### src/rtl/kslot_pkg.sv
package kslot_pkg;

    typedef enum logic [1:0] {
        RSP_IDLE  = 2'd0,
        RSP_GRANT = 2'd1,
        RSP_DENY  = 2'd2
    } rsp_state_e;

    // Slot stored at queue position idx after reset: skip the reserved index.
    function automatic int unsigned boot_slot(input int unsigned idx,
                                              input int unsigned resv);
        return (idx < resv) ? idx : idx + 1;
    endfunction

endpackage

### src/rtl/kslot_freeq.sv
module kslot_freeq #(
    parameter int unsigned NUM_SLOTS = 8,
    parameter int unsigned RESV_SLOT = 4,
    localparam int unsigned SW = $clog2(NUM_SLOTS),
    localparam int unsigned CW = $clog2(NUM_SLOTS + 1)
) (
    input  logic          clk,
    input  logic          rst_n,
    input  logic          push,
    input  logic [SW-1:0] push_slot,
    input  logic          pop,
    output logic [SW-1:0] head,
    output logic          empty
);
    import kslot_pkg::*;

    logic [SW-1:0] mem [NUM_SLOTS];
    logic [SW-1:0] rd_ptr, wr_ptr;
    logic [CW-1:0] count;

    function automatic logic [SW-1:0] step_ptr(input logic [SW-1:0] p);
        return (p == SW'(NUM_SLOTS - 1)) ? '0 : p + 1'b1;
    endfunction

    always_ff @(posedge clk or negedge rst_n) begin
        if (!rst_n) begin
            for (int i = 0; i < NUM_SLOTS; i++) begin
                if (i < NUM_SLOTS - 1)
                    mem[i] <= SW'(boot_slot(i, RESV_SLOT));
                else
                    mem[i] <= '0;
            end
        end else if (push) begin
            mem[wr_ptr] <= push_slot;
        end
    end

    always_ff @(posedge clk or negedge rst_n) begin
        if (!rst_n) begin
            rd_ptr <= '0;
            wr_ptr <= SW'(NUM_SLOTS - 1);
            count  <= CW'(NUM_SLOTS - 1);
        end else begin
            if (pop)  rd_ptr <= step_ptr(rd_ptr);
            if (push) wr_ptr <= step_ptr(wr_ptr);
            unique case ({push, pop})
                2'b10:   count <= count + 1'b1;
                2'b01:   count <= count - 1'b1;
                default: count <= count;
            endcase
        end
    end

    assign head  = mem[rd_ptr];
    assign empty = (count == '0);

    // The pool never holds more than the non-reserved slots.
    p_no_overflow_r5: assert property (@(posedge clk) disable iff (!rst_n)
        (push && !pop) |-> (count < CW'(NUM_SLOTS - 1)));

    p_no_underflow_r4: assert property (@(posedge clk) disable iff (!rst_n)
        pop |-> (count != '0));

endmodule

### src/rtl/kslot_relchk.sv
module kslot_relchk #(
    parameter int unsigned NUM_SLOTS = 8,
    parameter int unsigned RESV_SLOT = 4,
    localparam int unsigned SW = $clog2(NUM_SLOTS)
) (
    input  logic                 rel_req,
    input  logic [SW-1:0]        rel_slot,
    input  logic [NUM_SLOTS-1:0] free_map,
    output logic                 accept,
    output logic                 dup
);
    logic in_range;
    logic is_resv;
    logic is_free;

    always_comb begin
        in_range = (int'(rel_slot) < NUM_SLOTS);
        is_resv  = (rel_slot == SW'(RESV_SLOT));
        is_free  = in_range && free_map[rel_slot];
        accept   = rel_req && in_range && !is_resv && !is_free;
        dup      = rel_req && !is_resv && is_free;
    end

endmodule

### src/rtl/keyslot_pool.sv
module keyslot_pool #(
    parameter int unsigned NUM_SLOTS = 8,
    parameter int unsigned RESV_SLOT = 4,
    localparam int unsigned SW = $clog2(NUM_SLOTS)
) (
    input  logic          clk,
    input  logic          rst_n,
    input  logic          alloc_req,
    input  logic          rel_req,
    input  logic [SW-1:0] rel_slot,
    output logic          grant_vld,
    output logic [SW-1:0] grant_slot,
    output logic          grant_fail,
    output logic          dup_err
);
    import kslot_pkg::*;

    rsp_state_e           state_q, state_d;
    logic [SW-1:0]        head;
    logic                 q_empty;
    logic                 pop;
    logic                 rel_ok;
    logic                 rel_dup;
    logic [NUM_SLOTS-1:0] free_map;
    logic [SW-1:0]        slot_q;
    logic                 dup_q;

    assign pop = alloc_req && !q_empty;

    kslot_freeq #(.NUM_SLOTS(NUM_SLOTS), .RESV_SLOT(RESV_SLOT)) u_freeq (
        .clk       (clk),
        .rst_n     (rst_n),
        .push      (rel_ok),
        .push_slot (rel_slot),
        .pop       (pop),
        .head      (head),
        .empty     (q_empty)
    );

    kslot_relchk #(.NUM_SLOTS(NUM_SLOTS), .RESV_SLOT(RESV_SLOT)) u_relchk (
        .rel_req  (rel_req),
        .rel_slot (rel_slot),
        .free_map (free_map),
        .accept   (rel_ok),
        .dup      (rel_dup)
    );

    // Membership map: which slots currently sit in the queue.
    always_ff @(posedge clk or negedge rst_n) begin
        if (!rst_n) begin
            for (int i = 0; i < NUM_SLOTS; i++)
                free_map[i] <= (i != RESV_SLOT);
        end else begin
            if (pop)    free_map[head]     <= 1'b0;
            if (rel_ok) free_map[rel_slot] <= 1'b1;
        end
    end

    // Next-state logic of the response machine.
    always_comb begin
        state_d = RSP_IDLE;
        unique case (state_q)
            RSP_IDLE, RSP_GRANT, RSP_DENY: begin
                if (alloc_req)
                    state_d = q_empty ? RSP_DENY : RSP_GRANT;
                else
                    state_d = RSP_IDLE;
            end
            default: state_d = RSP_IDLE;
        endcase
    end

    // State register, granted-slot capture and sticky error.
    always_ff @(posedge clk or negedge rst_n) begin
        if (!rst_n) begin
            state_q <= RSP_IDLE;
            slot_q  <= '0;
            dup_q   <= 1'b0;
        end else begin
            state_q <= state_d;
            if (pop)     slot_q <= head;
            if (rel_dup) dup_q  <= 1'b1;
        end
    end

    // Output decode.
    always_comb begin
        grant_vld  = (state_q == RSP_GRANT);
        grant_fail = (state_q == RSP_DENY);
        grant_slot = slot_q;
        dup_err    = dup_q;
    end

    p_vld_fail_excl_r3: assert property (@(posedge clk) disable iff (!rst_n)
        !(grant_vld && grant_fail));

    p_rsp_needs_req_r3: assert property (@(posedge clk) disable iff (!rst_n)
        (grant_vld || grant_fail) |-> $past(alloc_req));

    p_never_resv_r2: assert property (@(posedge clk) disable iff (!rst_n)
        grant_vld |-> (grant_slot != SW'(RESV_SLOT)));

    p_resv_not_free_r2: assert property (@(posedge clk) disable iff (!rst_n)
        !free_map[RESV_SLOT]);

    p_fail_on_empty_r4: assert property (@(posedge clk) disable iff (!rst_n)
        (alloc_req && q_empty) |=> grant_fail);

    p_dup_sticky_r7: assert property (@(posedge clk) disable iff (!rst_n)
        dup_err |=> dup_err);

    p_resv_release_quiet_r6: assert property (@(posedge clk) disable iff (!rst_n)
        (rel_req && rel_slot == SW'(RESV_SLOT)) |=> (dup_err == $past(dup_err)));

endmodule

### config.mk
export PLATFORM = sky130hd
export DESIGN_NAME = keyslot_pool
export DESIGN_NICKNAME = d
export VERILOG_FILES = /design/src/rtl/kslot_pkg.sv /design/src/rtl/kslot_freeq.sv /design/src/rtl/kslot_relchk.sv /design/src/rtl/keyslot_pool.sv
export SDC_FILE = /design/constraint.sdc
export NUM_CORES = 1
export LEC_CHECK = 0
export BUFFER_PORTS_ARGS = -buffer_cell sky130_fd_sc_hd__buf_2
export CAP_MARGIN = 15
export CELL_PAD_IN_SITES_DETAIL_PLACEMENT = 1
export CELL_PAD_IN_SITES_GLOBAL_PLACEMENT = 2
export CORE_AREA = 2 2 77 79
export DETAILED_ROUTE_END_ITERATION = 16
export DIE_AREA = 0 0 79 81
export PLACE_DENSITY_LB_ADDON = 0.1
export SLEW_MARGIN = 5
export SYNTH_ARGS = -nofsm -noshare
export SYNTH_HDL_FRONTEND = slang
export SYNTH_SLANG_ARGS = --single-unit
### constraint.sdc
create_clock -name clk -period 7.5 [get_ports clk]
set_clock_uncertainty 0.1 [all_clocks]
set_input_delay 0.75 -clock clk [delete_from_list [all_inputs] [get_ports clk]]
set_output_delay 0.75 -clock clk [all_outputs]
set_load 0.02 [all_outputs]
==> flow_metrics.env, run 1 <==
export IMPL_drc=0
export IMPL_tightest_slew_ps=1070
export IMPL_numCtsBuffers=5
export IMPL_numPortBuffers=12
export IMPL_globalplace_congestion=0.782
export IMPL_start_kind="primary input"
export IMPL_antenna_found_initial=0
export IMPL_fin_tns_setup_ps=0
export IMPL_path_clk_slew_ps=80
export IMPL_placed_cells=269
export IMPL_timing_final_crit_period_ps=3140
export IMPL_viasPerCell=5.55
export IMPL_max_stage_delay_ps=520
export IMPL_dr_pass1_iters=4
export IMPL_insertion_delay_ps=290
export IMPL_final_cells=277
export IMPL_ys_ff_latch=48
export IMPL_min_path_cells=1
export IMPL_grt_overflow=0
export IMPL_cts_tree="done"
export IMPL_drt_initial_drc_count=62
export IMPL_hold_viol=0
export IMPL_rsz0062_at_grt="no"
export IMPL_setup_slack_ps=4360
export IMPL_cts_root_buf="clkbuf_8"
export IMPL_cp_top_family="simple AND/OR/NAND/NOR gates"
export IMPL_io_pins=13
export IMPL_synth_cells=196
export IMPL_min_period_over_period_pct=41.8
export IMPL_grt_max_degree=49
export IMPL_rows=28
export IMPL_syn_num_nets=209
export IMPL_vias=1537
export IMPL_htree_levels=2
export IMPL_power_density_nw_per_um2=430
export IMPL_cp_cell_sequence="buf_2 > mux2i_1 > mux4_2 > and2_1 > inv_2 > nand2_1 > xnor2_1 > ha_1 > a21oi_1 > nor3_1 > nor3_1 > xnor2_1"
export IMPL_p_leak_nw=1.07
export IMPL_critPathSlowestCell="mux4_2"
export IMPL_die_h_um=81
export IMPL_avgSynthCellArea_um2=12.4
export IMPL_reg2regPathDepth=11
export IMPL_hold_path_class="register to register"
export IMPL_end_kind="register"
export IMPL_yosysWarnings=0
export IMPL_fin_nets=214
export IMPL_cp_arrival_ps=3260
export IMPL_routedWlPerCell_um=18.0
export IMPL_grt_pass1_vias=1704
export IMPL_place_area_um2=2510
export IMPL_area_growth_syn_to_layout_pct=7.39
export IMPL_cp_max_fo=17
export IMPL_max_cap_viol_count=0
export IMPL_worstSetupPathType="primary input to register"
export IMPL_die_width_um=79
export IMPL_place_ws_ps=4040
export IMPL_dp_hpwl_um=3620
export IMPL_post_cts_buffers=0
export IMPL_syn_area_um2=2420
export IMPL_cts_resized=0
export IMPL_hold_buffers=0
export IMPL_setup_viol=0
export IMPL_status="completed"
export IMPL_irDropWorstVdd_mv=0.177
export IMPL_grt_pass1_wl_um=8760
export IMPL_cts_sinks=48
export IMPL_grtUsageTotal_pct=18.0
export IMPL_ys_seq_area_share_pct=50.9
export IMPL_drive_gt1_share_pct=39.6
export IMPL_cp_num_cells=12
export IMPL_die_area_um2=6400
export IMPL_holdWs_ps=375
export IMPL_cts_max_path_buffers=2
export IMPL_yosysUniqueCellTypes=42
export IMPL_start_util_pct=42.7
export IMPL_ant_nets=0
export IMPL_routed_wl_um=5000
export IMPL_coreArea_um2=5680
export IMPL_antennaDiodeCount=0
export IMPL_cp_num_buf_inv=2
export IMPL_design_area_um2=2600
export IMPL_slew_headroom_pct=28.6
export IMPL_max_freq_mhz=319
export IMPL_slew_violations=0
export IMPL_cp_required_ps=7620
per-stage QoR:
stage	utilization, %	total power, mW
after detailed placement	44.2	0.971
after global routing	45.8	1.21
final	45.8	1.12
after global placement	44.2	0.938
after CTS	45.8	1.13
after floorplan	-	0.850
synth_stat cells:
cell / number / area, µm²
a21oi_1: 2 / 10.0
buf_4: 1 / 7.51
nor4_1: 2 / 12.5
nor2b_1: 2 / 12.5
o31ai_1: 3 / 22.5
a21oi_2: 1 / 8.76
mux2i_1: 7 / 70.1
a41o_1: 1 / 10.0
o2bb2ai_1: 1 / 8.76
o211ai_1: 1 / 7.51
o21ai_0: 9 / 45.0
buf_2: 4 / 20.0
a21o_1: 2 / 15.0
xor2_1: 1 / 8.76
o21a_1: 2 / 15.0
o41ai_1: 2 / 17.5
nand4_1: 1 / 6.26
nand2_1: 21 / 78.8
mux4_2: 7 / 158
nand4b_1: 2 / 17.5
inv_1: 4 / 15.0
o32ai_1: 1 / 8.76
a21boi_0: 1 / 7.51
nand3_1: 2 / 10.0
xnor2_1: 3 / 26.3
nand2b_1: 6 / 37.5
dfstp_2: 24 / 631
or3_1: 1 / 6.26
clkbuf_1: 8 / 30.0
nor3_1: 6 / 30.0
and2_1: 1 / 6.26
or4_1: 2 / 15.0
inv_2: 1 / 3.75
o31a_1: 1 / 8.76
dfrtp_1: 24 / 601
o21bai_1: 1 / 7.51
buf_6: 1 / 11.3
mux2_2: 26 / 293
ha_1: 6 / 75.1
nor4b_2: 2 / 30.0
and3_1: 2 / 12.5
nor2_1: 1 / 3.75
layer usage:
layer  GRT usage [%]  part of all wire [%]
met2            29.9                    51
met4            6.03                   1.3
met1            23.3                    45
met5               0                     0
met3            4.33                   2.9
path summary, 6_finish.rpt:
kind	from	end	slack, ps
max	rel_slot[0]	u_freeq.count[2]	4360
min	dup_err	dup_err	380
max reg2reg	free_map[3]	u_freeq.count[2]	4610
min reg2reg	dup_err	dup_err	380
max in group asynchronous	rst_n	u_freeq.mem[6]	6100
min in group asynchronous	rst_n	state_q[1]	540
power breakdown:
part	switching, mW	internal [mW]
clock	0.0821	0.0750
sequential	0.110	0.424
combinational	0.208	0.219
registers in the layout, indices dropped and copies added (netlist names):
name and flops:
u_freeq.wr_ptr 3, free_map 8, u_freeq.rd_ptr 3, state_q 2, u_freeq.count 4, u_freeq.mem 24, grant_slot 3, dup_err 1
cell families (layout without fill, tap and decap cells):
kind of cell	count (synthesis)	count (layout)	synth area share (%)
adder cells (fa/ha/maj)	6	6	3.10
flip-flops	48	48	50.9
AO/OA/AOI/OAI	28	28	7.96
XOR/XNOR	4	4	1.45
buffers and inverters	19	25	3.62
AND/OR/NAND/NOR	51	51	11.5
multiplexers	40	40	21.5
cell type report:
class                           count  area, µm²
Clock buffer                        7       86.3
Clock inverter                      1       7.51
Inverter                            5       18.8
Multi-Input combinational cell    129       1100
Timing Repair Buffer               12       60.1
Fill cell                         618       3080
Sequential cell                    48       1230
Tap cell                           75       93.8
placed cells by master, fill, tap and decap left out, drive strengths merged, types with 2 or more instances in the layout:
cell type / Yosys / routed
a21oi: 3 / 3
mux2: 26 / 26
nor4b: 2 / 2
mux4: 7 / 7
o21a: 2 / 2
and3: 2 / 2
nand3: 2 / 2
a21o: 2 / 2
nand2: 21 / 21
buf: 6 / 12
nand4b: 2 / 2
nor4: 2 / 2
ha: 6 / 6
clkbuf: 8 / 7
nand2b: 6 / 6
o21ai: 9 / 9
nor3: 6 / 6
xnor2: 3 / 3
nor2b: 2 / 2
or4: 2 / 2
o31ai: 3 / 3
inv: 5 / 5
dfstp: 24 / 24
dfrtp: 24 / 24
mux2i: 7 / 7
o41ai: 2 / 2
Power figures use the tool's default switching activity.
==> run 2, diff against run 1 <==
--- a/config.mk
+++ b/config.mk
@@ -9,9 +9,9 @@
 export CAP_MARGIN = 15
 export CELL_PAD_IN_SITES_DETAIL_PLACEMENT = 1
 export CELL_PAD_IN_SITES_GLOBAL_PLACEMENT = 2
-export CORE_AREA = 2 2 77 79
+export CORE_AREA = 2 2 83 85
 export DETAILED_ROUTE_END_ITERATION = 16
-export DIE_AREA = 0 0 79 81
+export DIE_AREA = 0 0 85 87
 export PLACE_DENSITY_LB_ADDON = 0.1
 export SLEW_MARGIN = 5
 export SYNTH_ARGS = -nofsm -noshare
==> constraint.sdc (replaced) <==
create_clock -name clk -period 2.8 [get_ports clk]
set_clock_uncertainty 0.1 [all_clocks]
set_input_delay 0.28 -clock clk [delete_from_list [all_inputs] [get_ports clk]]
set_output_delay 0.28 -clock clk [all_outputs]
set_load 0.02 [all_outputs]
==> flow_metrics.env, run 2 (synthesis gave the netlist of run 1 again) <==
export IMPL_status="completed"
export IMPL_hold_path_class="primary input to async pin"
export IMPL_timing_final_crit_period_ps=2520
export IMPL_numCtsBuffers=5
export IMPL_fin_nets=226
export IMPL_path_clk_slew_ps=100
export IMPL_grt_overflow=0
export IMPL_end_kind="register"
export IMPL_routed_wl_um=5350
export IMPL_globalplace_congestion=0.840
export IMPL_antennaDiodeCount=0
export IMPL_irDropWorstVdd_mv=0.356
export IMPL_grtUsageTotal_pct=15.7
export IMPL_die_width_um=85
export IMPL_routedWlPerCell_um=18.2
export IMPL_vias=1579
export IMPL_power_density_nw_per_um2=1190
export IMPL_slew_violations=0
export IMPL_drt_initial_drc_count=59
export IMPL_min_period_over_period_pct=90.1
export IMPL_area_growth_syn_to_layout_pct=13.6
export IMPL_cts_tree="done"
export IMPL_setup_viol=0
export IMPL_rows=30
export IMPL_drc=0
export IMPL_worstSetupPathType="register to register"
export IMPL_multi_input_comb_area_um2=1110
export IMPL_htree_levels=2
export IMPL_antenna_found_initial=0
export IMPL_design_area_um2=2750
export IMPL_dp_hpwl_um=3830
export IMPL_largest_reg_flops=24
export IMPL_cts_max_path_buffers=2
export IMPL_max_cap_viol_count=0
export IMPL_rsz0062_at_grt="no"
export IMPL_layout_common_cells="mux2_2, dfrtp_1, dfstp_2, nand2_1"
export IMPL_tightest_slew_ps=1000
export IMPL_grt_pass1_vias=1721
export IMPL_slew_headroom_pct=33.2
export IMPL_top_register="u_freeq.mem"
export IMPL_reg2regPathDepth=11
export IMPL_place_area_um2=2570
export IMPL_start_util_pct=36.9
export IMPL_dr_pass1_iters=4
export IMPL_hold_viol=0
export IMPL_ant_nets=0
export IMPL_cts_sinks=48
export IMPL_start_kind="register"
export IMPL_viasPerCell=5.37
export IMPL_ff_latch_area_um2=1230
export IMPL_coreArea_um2=6570
export IMPL_drive_gt1_share_pct=44.4
export IMPL_io_pins=13
export IMPL_grt_max_degree=46
export IMPL_setup_slack_ps=276
export IMPL_cts_root_buf="clkbuf_8"
export IMPL_fin_tns_setup_ps=0
export IMPL_place_ws_ps=38.6
export IMPL_largest_registers="u_freeq.mem (24), free_map (8), u_freeq.count (4)"
export IMPL_final_common_cell="mux2_2"
export IMPL_die_area_um2=7400
export IMPL_die_h_um=87
export IMPL_max_freq_mhz=396
export IMPL_nFillCells=699
export IMPL_power_mw=3.26
export IMPL_grt_pass1_wl_um=8960
export IMPL_cp_required_ps=2930
export IMPL_numPortBuffers=12
export IMPL_cp_max_fo=5
export IMPL_cp_arrival_ps=2650
export IMPL_utilization_pct=41.9
export IMPL_insertion_delay_ps=300
export IMPL_p_leak_nw=1.15
run 2: path summary, 6_finish.rpt:
kind / slack [ps] / end / start
worst max-delay path: 280 / u_freeq.count[2] / free_map[3]
worst min-delay path: 40 / grant_slot[2] / rst_n
worst max register to register: 280 / u_freeq.count[2] / free_map[3]
worst min register to register: 380 / u_freeq.count[3] / u_freeq.count[3]
max in group asynchronous: 1810 / free_map[0] / rst_n
min in group clk: 140 / state_q[1] / alloc_req
run 2: layout make-up:
| type | count | share of cell area (%) |
|---|---|---|
| clock buffers | 6 | 2.64 |
| clock inverters | 2 | 2.18 |
| inverters | 5 | 0.773 |
| multi-input cells | 129 | 40.5 |
| flip-flops and latches | 48 | 44.8 |
| well taps | 80 | 3.64 |
| repair buffers | 24 | 5.46 |
run 2: routing by layer:
layer / vias to the layer above / global-route usage, % / share of wire [%]
met4: 0 / 3.75 / 0.51
li1: 741 / - / -
met5: - / 0 / 0
met1: 820 / 20.2 / 45
met3: 2 / 3.13 / 2.3
met2: 16 / 27.3 / 52
run 2: worst max-delay path, cell delays in order, from the launching register on:
cell,delay [ps]
dfstp_2,550
mux2i_1,60
mux4_2,510
and2_1,220
inv_4,90
nand2_1,60
xnor2_1,150
ha_1,180
a21oi_2,40
a21boi_2,150
nor3_2,190
xnor2_1,140
run 2: what timing repair did:
item                                    CTS  global route
endpoints found under the hold margin     0             0
endpoints found under the setup margin    0             1
buffers inserted                          0             4
hold buffers                              0             0
gates resized for setup                   0             5
run 2: stage by stage:
stage,hold WS [ps],std cells
2_1_floorplan,-116,196
3_3_place_gp,361,282
3_5_place_dp,367,282
4_1_cts,81.0,290
5_1_grt,97.9,294
6_report,38.9,294
run 2: power breakdown:
group / leakage [nW] / internal, mW / switching (mW)
Clock: 0.0654 / 0.357 / 0.240
Combinational: 0.543 / 0.656 / 0.582
Sequential: 0.546 / 1.13 / 0.295
